File: src/rtl/spi_txq_pkg.sv
package spi_txq_pkg;
    // Status word positions above the level field (relative to level width)
    localparam int FLAG_DONE_OFS = 0;
    localparam int FLAG_UNF_OFS  = 1;
    localparam int FLAG_SUM_OFS  = 2;
    localparam int FLAG_COUNT    = 3;

    typedef struct packed {
        logic done;
        logic unf;
        logic sum;
    } txq_flags_t;
endpackage

File: src/rtl/spi_txq_fifo.sv
module spi_txq_fifo #(
    parameter int DEPTH = 4,
    parameter int BW    = 8,
    localparam int CW   = $clog2(DEPTH + 1),
    localparam int PW   = (DEPTH > 1) ? $clog2(DEPTH) : 1
) (
    input  logic            clk,
    input  logic            rst_n,
    input  logic            dma_mode,
    input  logic            wr_en,
    input  logic [2*BW-1:0] wr_data,
    input  logic            flush,
    input  logic            xfer_start,
    output logic            pop_valid,
    output logic [BW-1:0]   pop_data,
    output logic            unf_evt,
    output logic [CW-1:0]   level
);
    typedef struct packed {
        logic [DEPTH-1:0][BW-1:0] mem;
        logic [PW-1:0]            rd;
        logic [PW-1:0]            wr;
        logic [CW-1:0]            cnt;
    } fifo_st_t;

    fifo_st_t st_d, st_q;

    function automatic logic [PW-1:0] ptr_inc(input logic [PW-1:0] p);
        return (p == PW'(DEPTH - 1)) ? '0 : p + 1'b1;
    endfunction

    assign pop_valid = xfer_start && (st_q.cnt != '0);
    assign unf_evt   = xfer_start && (st_q.cnt == '0);
    assign pop_data  = st_q.mem[st_q.rd];
    assign level     = st_q.cnt;

    always_comb begin
        st_d = st_q;
        if (flush) begin
            st_d.rd  = '0;
            st_d.wr  = '0;
            st_d.cnt = '0;
        end else begin
            if (pop_valid) begin
                st_d.rd  = ptr_inc(st_q.rd);
                st_d.cnt = st_q.cnt - 1'b1;
            end
            if (wr_en && (st_d.cnt < CW'(DEPTH))) begin
                st_d.mem[st_d.wr] = wr_data[BW-1:0];
                st_d.wr           = ptr_inc(st_d.wr);
                st_d.cnt          = st_d.cnt + 1'b1;
            end
            if (wr_en && dma_mode && (st_d.cnt < CW'(DEPTH))) begin
                st_d.mem[st_d.wr] = wr_data[2*BW-1:BW];
                st_d.wr           = ptr_inc(st_d.wr);
                st_d.cnt          = st_d.cnt + 1'b1;
            end
        end
    end

    always_ff @(posedge clk or negedge rst_n) begin
        if (!rst_n) st_q <= '0;
        else        st_q <= st_d;
    end

    // occupancy never exceeds capacity
    a_r2_no_overflow: assert property (@(posedge clk) disable iff (!rst_n)
        st_q.cnt <= CW'(DEPTH));
    // a full queue with no pop and no flush stays full
    a_r2_full_hold: assert property (@(posedge clk) disable iff (!rst_n)
        (st_q.cnt == CW'(DEPTH) && !xfer_start && !flush) |=> (st_q.cnt == CW'(DEPTH)));
    // flush empties the queue in one cycle
    a_r5_flush_empty: assert property (@(posedge clk) disable iff (!rst_n)
        flush |=> (st_q.cnt == '0));
    // a start on an empty queue hands out nothing
    a_r3_no_pop_empty: assert property (@(posedge clk) disable iff (!rst_n)
        unf_evt |-> !pop_valid);
endmodule

File: src/rtl/spi_txq_flags.sv
module spi_txq_flags #(
    parameter int CW = 3
) (
    input  logic                     clk,
    input  logic                     rst_n,
    input  logic                     pop_valid,
    input  logic                     unf_evt,
    input  logic                     dma_mode,
    input  logic                     done_en,
    input  logic [CW-1:0]            done_target,
    input  logic                     stat_rd,
    input  logic                     flush,
    output spi_txq_pkg::txq_flags_t  flags,
    output logic                     irq
);
    import spi_txq_pkg::*;

    typedef struct packed {
        logic [CW-1:0] sent;
        txq_flags_t    fl;
    } flag_st_t;

    flag_st_t st_d, st_q;
    logic     counting;
    logic     done_evt;

    assign counting = pop_valid && done_en && !dma_mode;
    assign done_evt = counting && (done_target != '0) &&
                      ((st_q.sent + 1'b1) >= done_target);

    always_comb begin
        st_d = st_q;
        if (!done_en)
            st_d.sent = '0;
        else if (counting)
            st_d.sent = (done_evt || done_target == '0) ? '0 : st_q.sent + 1'b1;
        st_d.fl.done = done_evt | (st_q.fl.done & ~stat_rd);
        st_d.fl.unf  = unf_evt  | (st_q.fl.unf  & ~stat_rd);
        st_d.fl.sum  = done_evt | (unf_evt & ~flush) | (st_q.fl.sum & ~stat_rd);
    end

    always_ff @(posedge clk or negedge rst_n) begin
        if (!rst_n) st_q <= '0;
        else        st_q <= st_d;
    end

    assign flags = st_q.fl;
    assign irq   = st_q.fl.done | (st_q.fl.unf & ~flush);

    // a read with no new event clears every sticky flag
    a_r7_read_clears: assert property (@(posedge clk) disable iff (!rst_n)
        (stat_rd && !done_evt && !unf_evt) |=> (st_q.fl == '0));
    // an underflow event is never lost to a same-cycle read
    a_r8_unf_kept: assert property (@(posedge clk) disable iff (!rst_n)
        unf_evt |=> st_q.fl.unf);
    // done never rises while half-word mode was active
    a_r6_no_done_dma: assert property (@(posedge clk) disable iff (!rst_n)
        (dma_mode && !st_q.fl.done) |=> !st_q.fl.done);
    // the summary flag rises only with a done or underflow event
    a_r9_sum_source: assert property (@(posedge clk) disable iff (!rst_n)
        $rose(st_q.fl.sum) |-> ($past(done_evt) || $past(unf_evt)));
endmodule

File: src/rtl/spi_txq_status.sv
module spi_txq_status #(
    parameter int DEPTH = 4,
    parameter int BW    = 8,
    localparam int CW   = $clog2(DEPTH + 1),
    localparam int SW   = CW + spi_txq_pkg::FLAG_COUNT
) (
    input  logic            clk,
    input  logic            rst_n,
    input  logic            dma_mode,
    input  logic            wr_en,
    input  logic [2*BW-1:0] wr_data,
    input  logic            flush,
    input  logic            xfer_start,
    output logic            pop_valid,
    output logic [BW-1:0]   pop_data,
    input  logic            done_en,
    input  logic [CW-1:0]   done_target,
    input  logic            stat_rd,
    output logic [SW-1:0]   status,
    output logic            irq
);
    import spi_txq_pkg::*;

    logic          unf_evt;
    logic [CW-1:0] level;
    txq_flags_t    flags;

    spi_txq_fifo #(.DEPTH(DEPTH), .BW(BW)) u_fifo (
        .clk        (clk),
        .rst_n      (rst_n),
        .dma_mode   (dma_mode),
        .wr_en      (wr_en),
        .wr_data    (wr_data),
        .flush      (flush),
        .xfer_start (xfer_start),
        .pop_valid  (pop_valid),
        .pop_data   (pop_data),
        .unf_evt    (unf_evt),
        .level      (level)
    );

    spi_txq_flags #(.CW(CW)) u_flags (
        .clk         (clk),
        .rst_n       (rst_n),
        .pop_valid   (pop_valid),
        .unf_evt     (unf_evt),
        .dma_mode    (dma_mode),
        .done_en     (done_en),
        .done_target (done_target),
        .stat_rd     (stat_rd),
        .flush       (flush),
        .flags       (flags),
        .irq         (irq)
    );

    always_comb begin
        status                     = '0;
        status[CW-1:0]             = level;
        status[CW + FLAG_DONE_OFS] = flags.done;
        status[CW + FLAG_UNF_OFS]  = flags.unf;
        status[CW + FLAG_SUM_OFS]  = flags.sum;
    end

    // the interrupt is raised only by a sticky flag
    a_r9_irq_source: assert property (@(posedge clk) disable iff (!rst_n)
        irq |-> (flags.done || flags.unf));
endmodule

File: config.mk
export PLATFORM = sky130hd
export DESIGN_NAME = spi_txq_status
export DESIGN_NICKNAME = d
export VERILOG_FILES = /design/src/rtl/spi_txq_pkg.sv /design/src/rtl/spi_txq_fifo.sv /design/src/rtl/spi_txq_flags.sv /design/src/rtl/spi_txq_status.sv
export SDC_FILE = /design/constraint.sdc
export NUM_CORES = 1
export LEC_CHECK = 0
export CORE_ASPECT_RATIO = 1.4
export CORE_MARGIN = 2
export CORE_UTILIZATION = 40
export CTS_CLUSTER_DIAMETER = 60
export DETAILED_ROUTE_END_ITERATION = 7
export SLEW_MARGIN = 25
export SYNTH_ARGS = -nofsm -noshare
export SYNTH_HDL_FRONTEND = slang
export SYNTH_SLANG_ARGS = --single-unit
File: constraint.sdc
create_clock -name clk -period 3 [get_ports clk]
set_input_delay 0.6 -clock clk [delete_from_list [all_inputs] [get_ports clk]]
set_output_delay 0.6 -clock clk [all_outputs]
set_load 0.005 [all_outputs]
======== Word-level counts from Yosys, hierarchy flattened ========
Cells that the tools add are included.
word-level totals
  output and inout port bits .............. 16
  word-level logic and storage cells ...... 84
  ROM bits ................................ 0
  latch bits .............................. 0
  bits in writable memories ............... 0
  register bits after elaboration ......... 45
  input bits .............................. 27
  memories ................................ 0
cells by class
  muxes and demuxes ....................... 24
  reductions and logical operators ........ 18
  $lt $le $gt $ge ......................... 8
  multipliers ............................. 0
  div/mod/pow operators ................... 0
  shifts and indexed selects .............. 0
  bitwise logic cells ..................... 12
  equal/unequal tests ..................... 4
  $add $sub $neg .......................... 7
operators by type and width
  operator                                                    count
  two-way mux 32 bit                                          3
  bitwise mux 32 bit                                          2
  demux 8 bit (select 2 bit)                                  2
  two-way mux 8 bit                                           3
  binary-select mux 8 bit (select 2 bit)                      1
  two-way mux 3 bit                                           5
  two-way mux 5 bit                                           3
  logical AND 1 bit                                           11
  adder 3 x 1 -> 3 bit, second input constant                 3
  less-than comparator 2 x 3 -> 1 bit, second input constant  3
  two-way mux 2 bit                                           4
  two-way mux 7 bit                                           1
  adder 2 x 1 -> 2 bit, second input constant                 3
  == test 2 bit, second input constant                        3
  zero test 3 bit                                             2
  less-than comparator 3 bit, second input constant           2
  nonzero test 3 bit                                          2
  bitwise AND 1 bit                                           5
  bitwise OR 1 bit                                            5
  >= comparator 2 x 1 -> 1 bit, second input constant         2
  >= comparator 3 bit                                         1
  subtractor 3 x 1 -> 3 bit, second input constant            1
  != test 2 x 1 -> 1 bit, second input constant               1
  inverter 1 bit                                              2
  3 further kinds                                             3

======== Logic depth before layout (Yosys ltp) ========
  word-level depth ........................ 14
  depth in mapped cells ................... 12
  mapped depth without buffers ............ 11

======== By module ========
Synthesis repeated with hierarchy kept, for this count alone.
second synthesis, totals
  cell total of the unflattened synthesis .. 289
  area total of the unflattened synthesis .. 2971.6 µm²
modules (own cells, without submodules)
  module         area each (µm²)  sequential area each (µm²)  cells each  times used
  spi_txq_fifo   2575.0           975.9                       244         1
  spi_txq_flags  396.6            150.1                       45          1

======== Worst setup path after synthesis ========
Ideal clock, no wire load.
  path kind ............................... register to register
  start ................................... register u_fifo.st_q (netlist bit u_fifo.level[0])
  end ..................................... register u_fifo.st_q[11] (netlist name)
  arrival time ............................ 2967 ps
  buffers on the path ..................... 1
  clock period less this slack ............ 3093 ps
  required time ........................... 2874 ps
  library setup time ...................... 126 ps
  stages on the path, launching flop included .. 13
  slack ................................... -93 ps
  path through ............................ dfrtp_1 inv_1 ha_1 nand4bb_1 and3_1 buf_2 mux2_2 inv_1 ha_1 nand2_1 o311ai_1 nor2_1 a221o_1
on the way
  word-level cells in the longest chain between the ends .. 14
  elaborated cells between the ends (all ways) .. 21
  those cells by class .................... 2 x add/sub; 4 x order compare; 10 x mux; 5 x reduce/logical
RTL lines
  element                                                                                                           line                text
  start: declaration                                                                                                spi_txq_fifo.sv:26  fifo_st_t st_d, st_q;
  start signal: assignment                                                                                          spi_txq_fifo.sv:63  else st_q <= st_d;
  parallel branches: the longest is 2 deep, another holds subtractor 3 x 1 -> 3 bit                                 -
  two-way mux 3 bit *                                                                                               spi_txq_fifo.sv:44  if (pop_valid) begin
  two-way mux 3 bit *                                                                                               spi_txq_fifo.sv:39  if (flush) begin
  less-than comparator 3 bit                                                                                        spi_txq_fifo.sv:48  if (wr_en && (st_d.cnt < CW'(DEPTH))) begin
  logical AND 1 bit                                                                                                 spi_txq_fifo.sv:48
  two-way mux 5 bit                                                                                                 spi_txq_fifo.sv:48
  two-way mux 5 bit                                                                                                 spi_txq_fifo.sv:39
  less-than comparator 2 x 3 -> 1 bit (implied by the code) / >= comparator 2 x 1 -> 1 bit (equally long branches)  spi_txq_fifo.sv:54  st_d.mem[st_d.wr] = wr_data[2*BW-1:BW];
  logical AND 1 bit (implied by the code)                                                                           spi_txq_fifo.sv:54
  two-way mux 8 bit (implied by the code)                                                                           spi_txq_fifo.sv:54
  demux 8 bit (select 2 bit)                                                                                        -
  bitwise mux 32 bit                                                                                                spi_txq_fifo.sv:54
  two-way mux 32 bit *                                                                                              spi_txq_fifo.sv:53  if (wr_en && dma_mode && (st_d.cnt < CW'(DEPTH))) begin
Mark *: on every way between the ends. The select of a mux whose other input is x is not followed.
A chain may end at the register's enable or synchronous reset.

======== Final worst setup path ========
  start ................................... register u_fifo.st_q (netlist bit u_fifo.level[0])
  end ..................................... register u_fifo.st_q[9] (netlist name)
Same word-level chain as after synthesis.

==> impl_metrics.ini <==
[floorplanning]
die_w_um = 73.9
rows = 35
io_pins = 43
fp.coreArea_um2 = 6610
dieArea_um2 = 7520
start_util_pct = 41.3
die_h_um = 102

[synth]
synth_area_um2 = 2730
post-synth-top-area-cell = dfrtp_1
synth_most_common_cell = dfrtp_1
async_reset_ff_share_pct = 100
ys_types = 44
synthTopCellsByArea = dfrtp_1 41%, a221o_1 12%, ha_1 6.9%, mux4_2 6.6%, nor2_1 5.5%
syn_avg_cell_area_um2 = 11.0
yosys.area.top_type_share_pct = 41.2
synth.top_cells.by_count = 45 x dfrtp_1, 40 x nor2_1, 32 x a221o_1
yosysWarnings = 0
synth_edf_count = 0
seq_area_frac_synth_pct = 41.2
synth_ff_type = dfrtp_1
ys_seq_elements = 45
syn_nets = 290
synth_cells = 248

[place]
gp_congestion = 0.807
place_area_um2 = 3430
hpwl_mm = 5.36
post-place-ws_ns = -0.144
io_buffers = 42

[power]
power.leakage_uw = 0.00154
power_density_nw_per_um2 = 845
ir_worst_vdd_mv = 0.371

[finish]
final_area_um2 = 3560
layout-drive-gt1-share_pct = 21.1
nets = 359
area_growth_pct = 30.3
n_antenna_cell = 0

[timing]
tightest_slew_ns = 0.569
relSlewSlack_pct = 62.0
drv_slew = 0
rsz0062_at_grt = no
setup_violations = 0
final.setup_skew_ns = 0.00611
period_needed_ns = 2.82
setup_slack_ns = 0.182
min_period_over_period_pct = 93.9
fmax_mhz = 355
hold_violations = 0

[clocking]
htree_levels = 2
clockBufferDepth = 2
cts.clk_slew.worst_paths_ns = 0.09
cts_hold_buf = 0
cts_tree = built
clock-sinks = 45
clockRootBuffer = clkbuf_8
numCtsBuffers = 5
clk_latency_ns = 0.31

[setup_path]
cp_top_family = simple AND/OR/NAND/NOR gates
worst_setup_path_start_kind = flip-flop
crit_fanout = 6
critPathRequiredTime_ns = 3.19
slowest_delay_ns = 0.40
crit_chain = inv_1 -> ha_1 -> nand4bb_1 -> and3_1 -> mux2_2 -> inv_1 -> ha_1 -> nand2_1 -> nor4_4 -> a21oi_2 -> buf_4 -> a221o_1
critPathSlowestCell = dfrtp_1
crit_buf_inv = 3
endpoint_kind = flip-flop
worstSetupPathType = flip-flop to flip-flop
crit_arrival_ns = 3.01

[status]
outcome = finished clean

[run]
max_cap_viol_count = 0

[routing]
wl_per_cell_um = 17.3
routed_wl_mm = 7.09
vias_per_cell = 5.48
drt_iter0_drc = 159
vias = 2241
ant_nets = 0
drt_pre_antenna_iters = 4
drcViolationCount = 0

[hold_path]
hold_class = input pin to asynchronous set/reset pin

[grt]
grt_overflow = 0
gr-usage-all-layers_pct = 20.6
grt_pass1_wl_mm = 11.8
grt_pass1_vias = 2269
grt_max_degree = 46
grt_util_met2_pct = 36.1
use_met1_pct = 25.5
grtUsageMet3_pct = 3.28
busiest_layer = met2
antenna_found_initial = 0
-- layer usage --
| layer | up-vias | routed length, µm |
|---|---|---|
| met2 | 69 | 3630 |
| li1 | 1066 | - |
| met5 | - | 0 |
| met1 | 1094 | 2970 |
| met3 | 12 | 343 |
| met4 | 0 | 146 |
-- through the flow --
step / total power [µW] / TNS (ns) / utilization [%] / hold slack (ns) / std cells
after floorplan: 1950 / 0 / - / 0.304 / 248
after global placement: 2530 / -3.24 / 51.9 / 0.491 / 400
after detailed placement: 2550 / -3.65 / 51.9 / 0.497 / 400
after CTS: 3020 / 0 / 53.6 / 0.498 / 407
after global routing: 3210 / 0 / 53.8 / 0.333 / 409
final: 3010 / 0 / 53.8 / 0.277 / 409
-- sequential cells by signal, summed over array words and instances (netlist names) --
register / cells
u_flags.flags: 3
u_fifo.level: 3
u_flags.st_q: 3
u_fifo.st_q: 36
-- path summary, 6_finish.rpt --
check,from,end,slack [ns],cells past startpoint
max,u_fifo.level[0],u_fifo.st_q[9],0.18,12
min,rst_n,u_fifo.st_q[13],0.28,1
max reg2reg,u_fifo.level[0],u_fifo.st_q[9],0.18,12
min reg2reg,u_fifo.st_q[22],u_fifo.st_q[22],0.52,1
max in group asynchronous,rst_n,u_fifo.st_q[11],2.33,1
min in group clk,u_fifo.st_q[22],u_fifo.st_q[22],0.52,1
-- repair_timing --
action,4_1_cts,5_1_grt
resized for setup,0,0
buffers inserted,0,2
endpoints found under the hold margin,0,0
endpoints found under the setup margin,0,8
-- cells in the final DEF, fill, tap and decap left out, types with 2 or more instances in the layout --
cell type,count
nor3_1,3
dfrtp_1,45
nor2_1,40
and2_1,2
mux2i_1,2
nand2_1,20
a21oi_2,4
a22o_1,2
o311ai_2,2
xor2_1,2
and3_1,3
xnor2_1,5
nor2b_1,2
o311ai_1,2
o21ai_0,4
mux2_2,2
buf_4,34
ha_1,15
a221o_1,32
nor4_4,4
inv_1,15
a21oi_1,2
mux4_2,8
clkdlybuf4s50_1,41
clkbuf_8,5
-- report_power, final --
group | switching, µW | total (µW) | internal, µW
clock | 225 | 472 | 247
combinational | 653 | 1510 | 855
sequential | 173 | 1030 | 855
total | 1050 | 3010 | 1960
-- logic make-up after synthesis --
| family | synth area share (%) |
|---|---|
| AND/OR/NAND/NOR | 16.9 |
| AO/OA/AOI/OAI | 19.8 |
| flip-flops | 41.2 |
| buffers and inverters | 4.85 |
| adder cells (fa/ha/maj) | 6.87 |
| multiplexers | 8.15 |
| XOR/XNOR | 2.24 |
-- cell type report --
class	instances	area, µm²
clock buffers	5	68.8
clock inverters	2	38.8
fillers	617	3050
inverters	15	56.3
multi-input cells	175	1490
flip-flops and latches	45	1130
well taps	92	115
repair buffers	75	666
(Power assumes the default switching activity.)
